### src/rtl/rngbyte_pkg.sv
package rngbyte_pkg;

  // Instruction encoding constants (bit 0 is the least significant bit)
  localparam logic [5:0]  PRIM_OP     = 6'd31;
  localparam logic [9:0]  EXT_OP      = 10'd192;
  localparam logic [31:0] RSV_MASK    = 32'h0040_0001;
  localparam int unsigned DUAL_BIT    = 21;
  localparam int unsigned FLD_HI      = 25;
  localparam int unsigned FLD_LO      = 23;

  // Condition field layout: LT, GT, EQ, SO from msb to lsb
  localparam int unsigned FLD_W       = 4;
  localparam int unsigned FLD_IDX_W   = 3;
  localparam logic [FLD_W-1:0] FLD_GT = 4'b0100;

  typedef struct packed {
    logic                 legal;
    logic                 dual;
    logic [FLD_IDX_W-1:0] fld;
  } dec_t;

endpackage

### src/rtl/rngbyte_decode.sv
module rngbyte_decode
  import rngbyte_pkg::*;
#(
  parameter int unsigned INSN_W = 32
) (
  input  logic [INSN_W-1:0] insn,
  output dec_t              dec
);

  logic prim_ok;
  logic ext_ok;
  logic rsv_ok;
  logic unused_regs;

  always_comb begin
    prim_ok   = (insn[31:26] == PRIM_OP);
    ext_ok    = (insn[10:1] == EXT_OP);
    rsv_ok    = ((insn & RSV_MASK) == '0);
    dec.legal = prim_ok & ext_ok & rsv_ok;
    dec.dual  = insn[DUAL_BIT];
    dec.fld   = insn[FLD_HI:FLD_LO];
  end

  // register specifier fields are not used: operands arrive by value
  assign unused_regs = ^insn[20:11];

endmodule

### src/rtl/rngbyte_window.sv
module rngbyte_window #(
  parameter int unsigned BYTE_W = 8
) (
  input  logic              en,
  input  logic [BYTE_W-1:0] val,
  input  logic [BYTE_W-1:0] lo,
  input  logic [BYTE_W-1:0] hi,
  output logic              hit
);

  logic below;
  logic above;

  always_comb begin
    below = (val < lo);
    above = (val > hi);
    hit   = en & ~below & ~above;
  end

endmodule

### src/rtl/rngbyte_out_stage.sv
module rngbyte_out_stage #(
  parameter int unsigned IDX_W = 3,
  parameter int unsigned VAL_W = 4
) (
  input  logic             clk,
  input  logic             rst_n,
  input  logic             d_valid,
  input  logic             d_illegal,
  input  logic [IDX_W-1:0] d_idx,
  input  logic [VAL_W-1:0] d_val,
  output logic             q_valid,
  output logic             q_illegal,
  output logic [IDX_W-1:0] q_idx,
  output logic [VAL_W-1:0] q_val
);

  logic             valid_nx;
  logic             load_en;
  logic             illegal_nx;
  logic [IDX_W-1:0] idx_nx;
  logic [VAL_W-1:0] val_nx;

  always_comb begin
    load_en    = d_valid;
    valid_nx   = d_valid;
    illegal_nx = load_en ? d_illegal : q_illegal;
    idx_nx     = load_en ? d_idx     : q_idx;
    val_nx     = load_en ? d_val     : q_val;
  end

  // control flop with reset
  always_ff @(posedge clk or negedge rst_n) begin
    if (!rst_n) q_valid <= 1'b0;
    else        q_valid <= valid_nx;
  end

  // data flops without reset, loaded under enable
  always_ff @(posedge clk) begin
    q_illegal <= illegal_nx;
    q_idx     <= idx_nx;
    q_val     <= val_nx;
  end

endmodule

### src/rtl/rngbyte_exec.sv
module rngbyte_exec
  import rngbyte_pkg::*;
#(
  parameter int unsigned INSN_W     = 32,
  parameter int unsigned DATA_W     = 64,
  parameter int unsigned BYTE_W     = 8,
  parameter int unsigned NUM_RANGES = 2
) (
  input  logic                 clk,
  input  logic                 rst_n,
  input  logic                 in_valid,
  input  logic [INSN_W-1:0]    in_insn,
  input  logic [DATA_W-1:0]    in_opa,
  input  logic [DATA_W-1:0]    in_opb,
  output logic                 out_valid,
  output logic                 out_illegal,
  output logic [FLD_IDX_W-1:0] out_fld_idx,
  output logic [FLD_W-1:0]     out_fld_val
);

  localparam int unsigned PAIR_W = 2 * BYTE_W;
  localparam int unsigned PACK_W = NUM_RANGES * PAIR_W;

  dec_t                  dec;
  logic [BYTE_W-1:0]     probe;
  logic [NUM_RANGES-1:0] rng_hit;
  logic [NUM_RANGES-1:0] rng_en;
  logic [BYTE_W-1:0]     rng_lo [NUM_RANGES];
  logic [BYTE_W-1:0]     rng_hi [NUM_RANGES];
  logic                  any_hit;
  logic                  nx_illegal;
  logic [FLD_W-1:0]      nx_val;
  logic                  unused_hi;

  rngbyte_decode #(.INSN_W(INSN_W)) u_dec (
    .insn (in_insn),
    .dec  (dec)
  );

  assign probe     = in_opa[BYTE_W-1:0];
  assign unused_hi = ^{in_opa[DATA_W-1:BYTE_W], in_opb[DATA_W-1:PACK_W]};

  for (genvar r = 0; r < NUM_RANGES; r++) begin : g_rng
    assign rng_lo[r] = in_opb[r*PAIR_W +: BYTE_W];
    assign rng_hi[r] = in_opb[r*PAIR_W + BYTE_W +: BYTE_W];
    if (r == 0) begin : g_first
      assign rng_en[r] = 1'b1;
    end else begin : g_extra
      assign rng_en[r] = dec.dual;
    end

    rngbyte_window #(.BYTE_W(BYTE_W)) u_win (
      .en  (rng_en[r]),
      .val (probe),
      .lo  (rng_lo[r]),
      .hi  (rng_hi[r]),
      .hit (rng_hit[r])
    );

    // an inverted range never reports a hit
    p_inverted_nohit_r9: assert property (@(posedge clk) disable iff (!rst_n)
      (rng_lo[r] > rng_hi[r]) |-> !rng_hit[r]);
  end

  always_comb begin
    any_hit    = |rng_hit;
    nx_illegal = ~dec.legal;
    nx_val     = (dec.legal && any_hit) ? FLD_GT : '0;
  end

  rngbyte_out_stage #(.IDX_W(FLD_IDX_W), .VAL_W(FLD_W)) u_out (
    .clk       (clk),
    .rst_n     (rst_n),
    .d_valid   (in_valid),
    .d_illegal (nx_illegal),
    .d_idx     (dec.fld),
    .d_val     (nx_val),
    .q_valid   (out_valid),
    .q_illegal (out_illegal),
    .q_idx     (out_fld_idx),
    .q_val     (out_fld_val)
  );

  // output valid trails input valid by one cycle
  p_valid_follow_r1: assert property (@(posedge clk) disable iff (!rst_n)
    in_valid |=> out_valid);
  p_valid_idle_r1: assert property (@(posedge clk) disable iff (!rst_n)
    !in_valid |=> !out_valid);

  // wrong primary opcode is rejected
  p_bad_prim_r2: assert property (@(posedge clk) disable iff (!rst_n)
    (in_valid && in_insn[31:26] != PRIM_OP) |=> out_illegal);

  // a rejected word never carries a field value
  p_illegal_zero_r2: assert property (@(posedge clk) disable iff (!rst_n)
    (out_valid && out_illegal) |-> (out_fld_val == '0));

  // reserved bits force rejection
  p_rsv_illegal_r3: assert property (@(posedge clk) disable iff (!rst_n)
    (in_valid && (in_insn & RSV_MASK) != '0) |=> out_illegal);

  // field index follows the instruction word
  p_fld_idx_r4: assert property (@(posedge clk) disable iff (!rst_n)
    in_valid |=> (out_fld_idx == $past(in_insn[FLD_HI:FLD_LO])));

  // only the GT bit may be set
  p_only_gt_r8: assert property (@(posedge clk) disable iff (!rst_n)
    out_valid |-> ((out_fld_val & ~FLD_GT) == '0));

  // single-range mode with the byte outside range 0 yields no match
  p_single_miss_r7: assert property (@(posedge clk) disable iff (!rst_n)
    (in_valid && !in_insn[DUAL_BIT] &&
     (in_opa[BYTE_W-1:0] < in_opb[BYTE_W-1:0] ||
      in_opa[BYTE_W-1:0] > in_opb[PAIR_W-1:BYTE_W])) |=> (out_fld_val == '0));

endmodule

### config.mk
export PLATFORM = sky130hd
export DESIGN_NAME = rngbyte_exec
export DESIGN_NICKNAME = d
export VERILOG_FILES = /design/src/rtl/rngbyte_pkg.sv /design/src/rtl/rngbyte_decode.sv /design/src/rtl/rngbyte_window.sv /design/src/rtl/rngbyte_out_stage.sv /design/src/rtl/rngbyte_exec.sv
export SDC_FILE = /design/constraint.sdc
export NUM_CORES = 1
export LEC_CHECK = 0
export BUFFER_PORTS_ARGS = -buffer_cell sky130_fd_sc_hd__buf_2
export CORE_AREA = 2 2 66 68
export DETAILED_ROUTE_END_ITERATION = 8
export DIE_AREA = 0 0 68 70
export PLACE_DENSITY = 0.75
export SLEW_MARGIN = 20
export SYNTH_ARGS = -nofsm -noshare
export SYNTH_HDL_FRONTEND = slang
export SYNTH_SLANG_ARGS = --single-unit
### constraint.sdc
create_clock -name clk -period 0.8 [get_ports clk]
set_clock_uncertainty 0.1 [all_clocks]
set_input_delay 0.04 -clock clk [delete_from_list [all_inputs] [get_ports clk]]
set_output_delay 0.04 -clock clk [all_outputs]
set_load 0.1 [all_outputs]
==> out/results.tsv <==
metric	value	unit
run_status	finished with violations	
violations_in_the_final_reports	negative hold slack, negative setup slack	
floorplan.initialDensity	0.248	
drc_errors	0	
port_buffers	70	
crit_fanout	2	
fin_crit_share	1.52	
vias_in_the_first_global_route	1142	
routed_wire_length_per_instance	13.4	µm
die_h	70	µm
max_slew_violation_count	0	
max_cap_violations	0	
dieWidth	68	µm
setup_violations	8	
clock_sinks	6	
synthesis.instances	121	
vias_per_cell	4.52	
worst_hold_path_type	input pin to register	
area.growth.synth_to_final	99.4	%
clkTransAtPathRegs	0.04	ns
count_of_flip_flops_with_a_built_in_enable_after_synthesis	5	
final_worst_hold_slack	-0.102	ns
post_cts_setup_buffers	0	
detail_route.first_pass.iterations	4	
initial_antenna_violation_count	0	
cts_tree	built	
synth-main-ff-cell	sky130_fd_sc_hd__edfxtp_1	
path_class	input pin to register	
worstSetupEndpointType	register	
power_leakage	0.990	nW
pin_count_of_the_biggest_net_entering_global_routing	7	
cp-start-kind	input pin	
layout.nets	400	
max-vdd-ir-drop	0.447	mV
routed_wirelength	3450	µm
final_core_utilization	0.495	
fp.coreArea	4140	µm²
antenna-diode-count	0	
final_worst_slack	-0.413	ns
groute.usage.overall	0.130	
grt_first_pass_wirelength	4690	µm
cts-root-to-sink-buffers	2	
layout-drive-gt1-share	0.626	
level_count_of_the_clock_h_tree	1	
routed-via-count	1167	
period_minus_slack	1.21	ns
worst_ep_arrival_time	1.09	ns
synth_seq_cells	6	
floorplan.io_pins	172	
row_cnt	24	
timing_limited_maximum_frequency	824	MHz
count_of_routing_violations_after_the_opening_detailed_route_iteration	12	
numCtsBuffers	3	
postSynth.asyncResetShare	0.167	
finalHoldViolations	2	
synth.cell_area	1030	µm²
fin_cells	258	
globalRoute.totalOverflow	0	
setup_repair_after_global_routing_missed_its_margin	yes	
synth_warnings	0	
post_synth.cell_area_avg	8.50	µm²
critPathRequiredTime	0.68	ns
ant_nets	0	
holdBufCountCts	3	
top_area_cells_in_the_synthesized_netlist	sky130_fd_sc_hd__ha_1 36%, sky130_fd_sc_hd__edfxtp_1 15%, sky130_fd_sc_hd__inv_1 11%, sky130_fd_sc_hd__a21oi_1 4.9%, sky130_fd_sc_hd__nand4_1 3.0%	
detailed_place_hpwl	2740	µm
area_leader_netlist	sky130_fd_sc_hd__ha_1	
synth_sequential_area_ratio	0.170	
p_per_area	973	nW/µm²
netlist-cell-type-count	32	
globalplace.congestion	0.733	
final.fill_count	388	
place_inst	252	
fp.dieArea	4760	µm²
synth_top_area_share	0.365	
cts-root-buf	sky130_fd_sc_hd__clkbuf_8	
total_power	1.99	mW
==> logic make-up after synthesis <==
logic type / Yosys count / synth area share
fa+ha+maj: 30 / 0.365
compound gates: 25 / 0.150
buf+inv: 33 / 0.131
other cells: 1 / 0.00365
simple gates: 26 / 0.180
flops: 6 / 0.170
==> what timing repair did <==
| item | in CTS | in global routing |
|---|---|---|
| endpoints found under the hold margin | 5 | 2 |
| pin swaps | 8 | 19 |
| endpoints found under the setup margin | 8 | 9 |
| resized for setup | 13 | 50 |
==> through the flow <==
stage / area, µm² / TNS, ns / worst slack, ns
2_1_floorplan: 1080 / -2.05 / -0.484
3_3_place_gp: 1640 / -1.26 / -0.728
3_5_place_dp: 1640 / -1.33 / -0.756
4_1_cts: 1780 / -1.75 / -0.454
5_1_grt: 2050 / -1.86 / -0.473
6_report: 2050 / -1.64 / -0.413
==> critical path: stages <==
cell and delay (ns):
sky130_fd_sc_hd__buf_2 0.09, sky130_fd_sc_hd__inv_2 0.04, sky130_fd_sc_hd__ha_4 0.26, sky130_fd_sc_hd__nor2b_4 0.14, sky130_fd_sc_hd__o211ai_1 0.13, sky130_fd_sc_hd__a21oi_2 0.17, sky130_fd_sc_hd__o22ai_1 0.09, sky130_fd_sc_hd__nand2_1 0.09
sky130_fd_sc_hd__a21oi_2 0.05
==> final cells by class <==
type                            instances  area, µm²  share of cell area
Multi-Input combinational cell         84       1030               0.503
Timing Repair Buffer                   82        607               0.296
Sequential cell                         6        176              0.0860
Inverter                               30        125              0.0610
Tap cell                               52       65.1              0.0317
Clock buffer                            4       45.0              0.0220
==> report_power, final <==
group	internal [mW]	switching [mW]	total, mW
registers	0.364	0.0156	0.379
clock network	0.344	0.141	0.485
logic	0.544	0.586	1.13
total	1.25	0.743	1.99
==> worst paths after layout <==
check	start	to	slack (ns)	cells past startpoint
worst max-delay path	in_opb[9]	u_out.q_val[2]	-0.41	9
worst min-delay path	in_insn[25]	u_out.q_idx[2]	-0.10	1
max in group asynchronous	rst_n	u_out.q_valid	0.47	2
min in group asynchronous	rst_n	u_out.q_valid	0.04	2
==> layout by cell type, fill, tap and decap left out, types with 5 or more instances in the layout <==
master / instances
sky130_fd_sc_hd__inv_2: 6
sky130_fd_sc_hd__buf_12: 7
sky130_fd_sc_hd__edfxtp_1: 5
sky130_fd_sc_hd__buf_4: 8
sky130_fd_sc_hd__ha_4: 17
sky130_fd_sc_hd__inv_1: 23
sky130_fd_sc_hd__ha_1: 12
sky130_fd_sc_hd__a21oi_1: 5
sky130_fd_sc_hd__a21oi_2: 6
sky130_fd_sc_hd__buf_2: 55
sky130_fd_sc_hd__buf_6: 7
sky130_fd_sc_hd__nand4_1: 5
==> state kept, by name, indices dropped and copies added, names as in the netlist <==
register	count
u_out.q_idx	3
u_out.q_illegal	1
u_out.q_val	1
u_out.q_valid	1
==> synthesized netlist by cell type, types with 2 or more instances <==
cell type,n
sky130_fd_sc_hd__a21oi_1,10
sky130_fd_sc_hd__o21a_1,2
sky130_fd_sc_hd__o21ai_0,3
sky130_fd_sc_hd__ha_1,30
sky130_fd_sc_hd__edfxtp_1,5
sky130_fd_sc_hd__nand2_1,4
sky130_fd_sc_hd__nor2b_1,2
sky130_fd_sc_hd__and4b_1,2
sky130_fd_sc_hd__nor2_1,2
sky130_fd_sc_hd__nand3_1,2
sky130_fd_sc_hd__buf_4,3
sky130_fd_sc_hd__o22ai_1,2
sky130_fd_sc_hd__nor3_1,2
sky130_fd_sc_hd__inv_1,30
sky130_fd_sc_hd__nand4_1,5
==> per-layer routing <==
metal / up-vias / track usage / share of wire
met1: 513 / 0.151 / 0.39
met4: 0 / 0.0333 / 0.012
met3: 4 / 0.0483 / 0.10
met2: 55 / 0.221 / 0.50
li1: 595 / - / -
met5: - / 0 / 0
No activity file was read; power rests on OpenSTA's default activity.
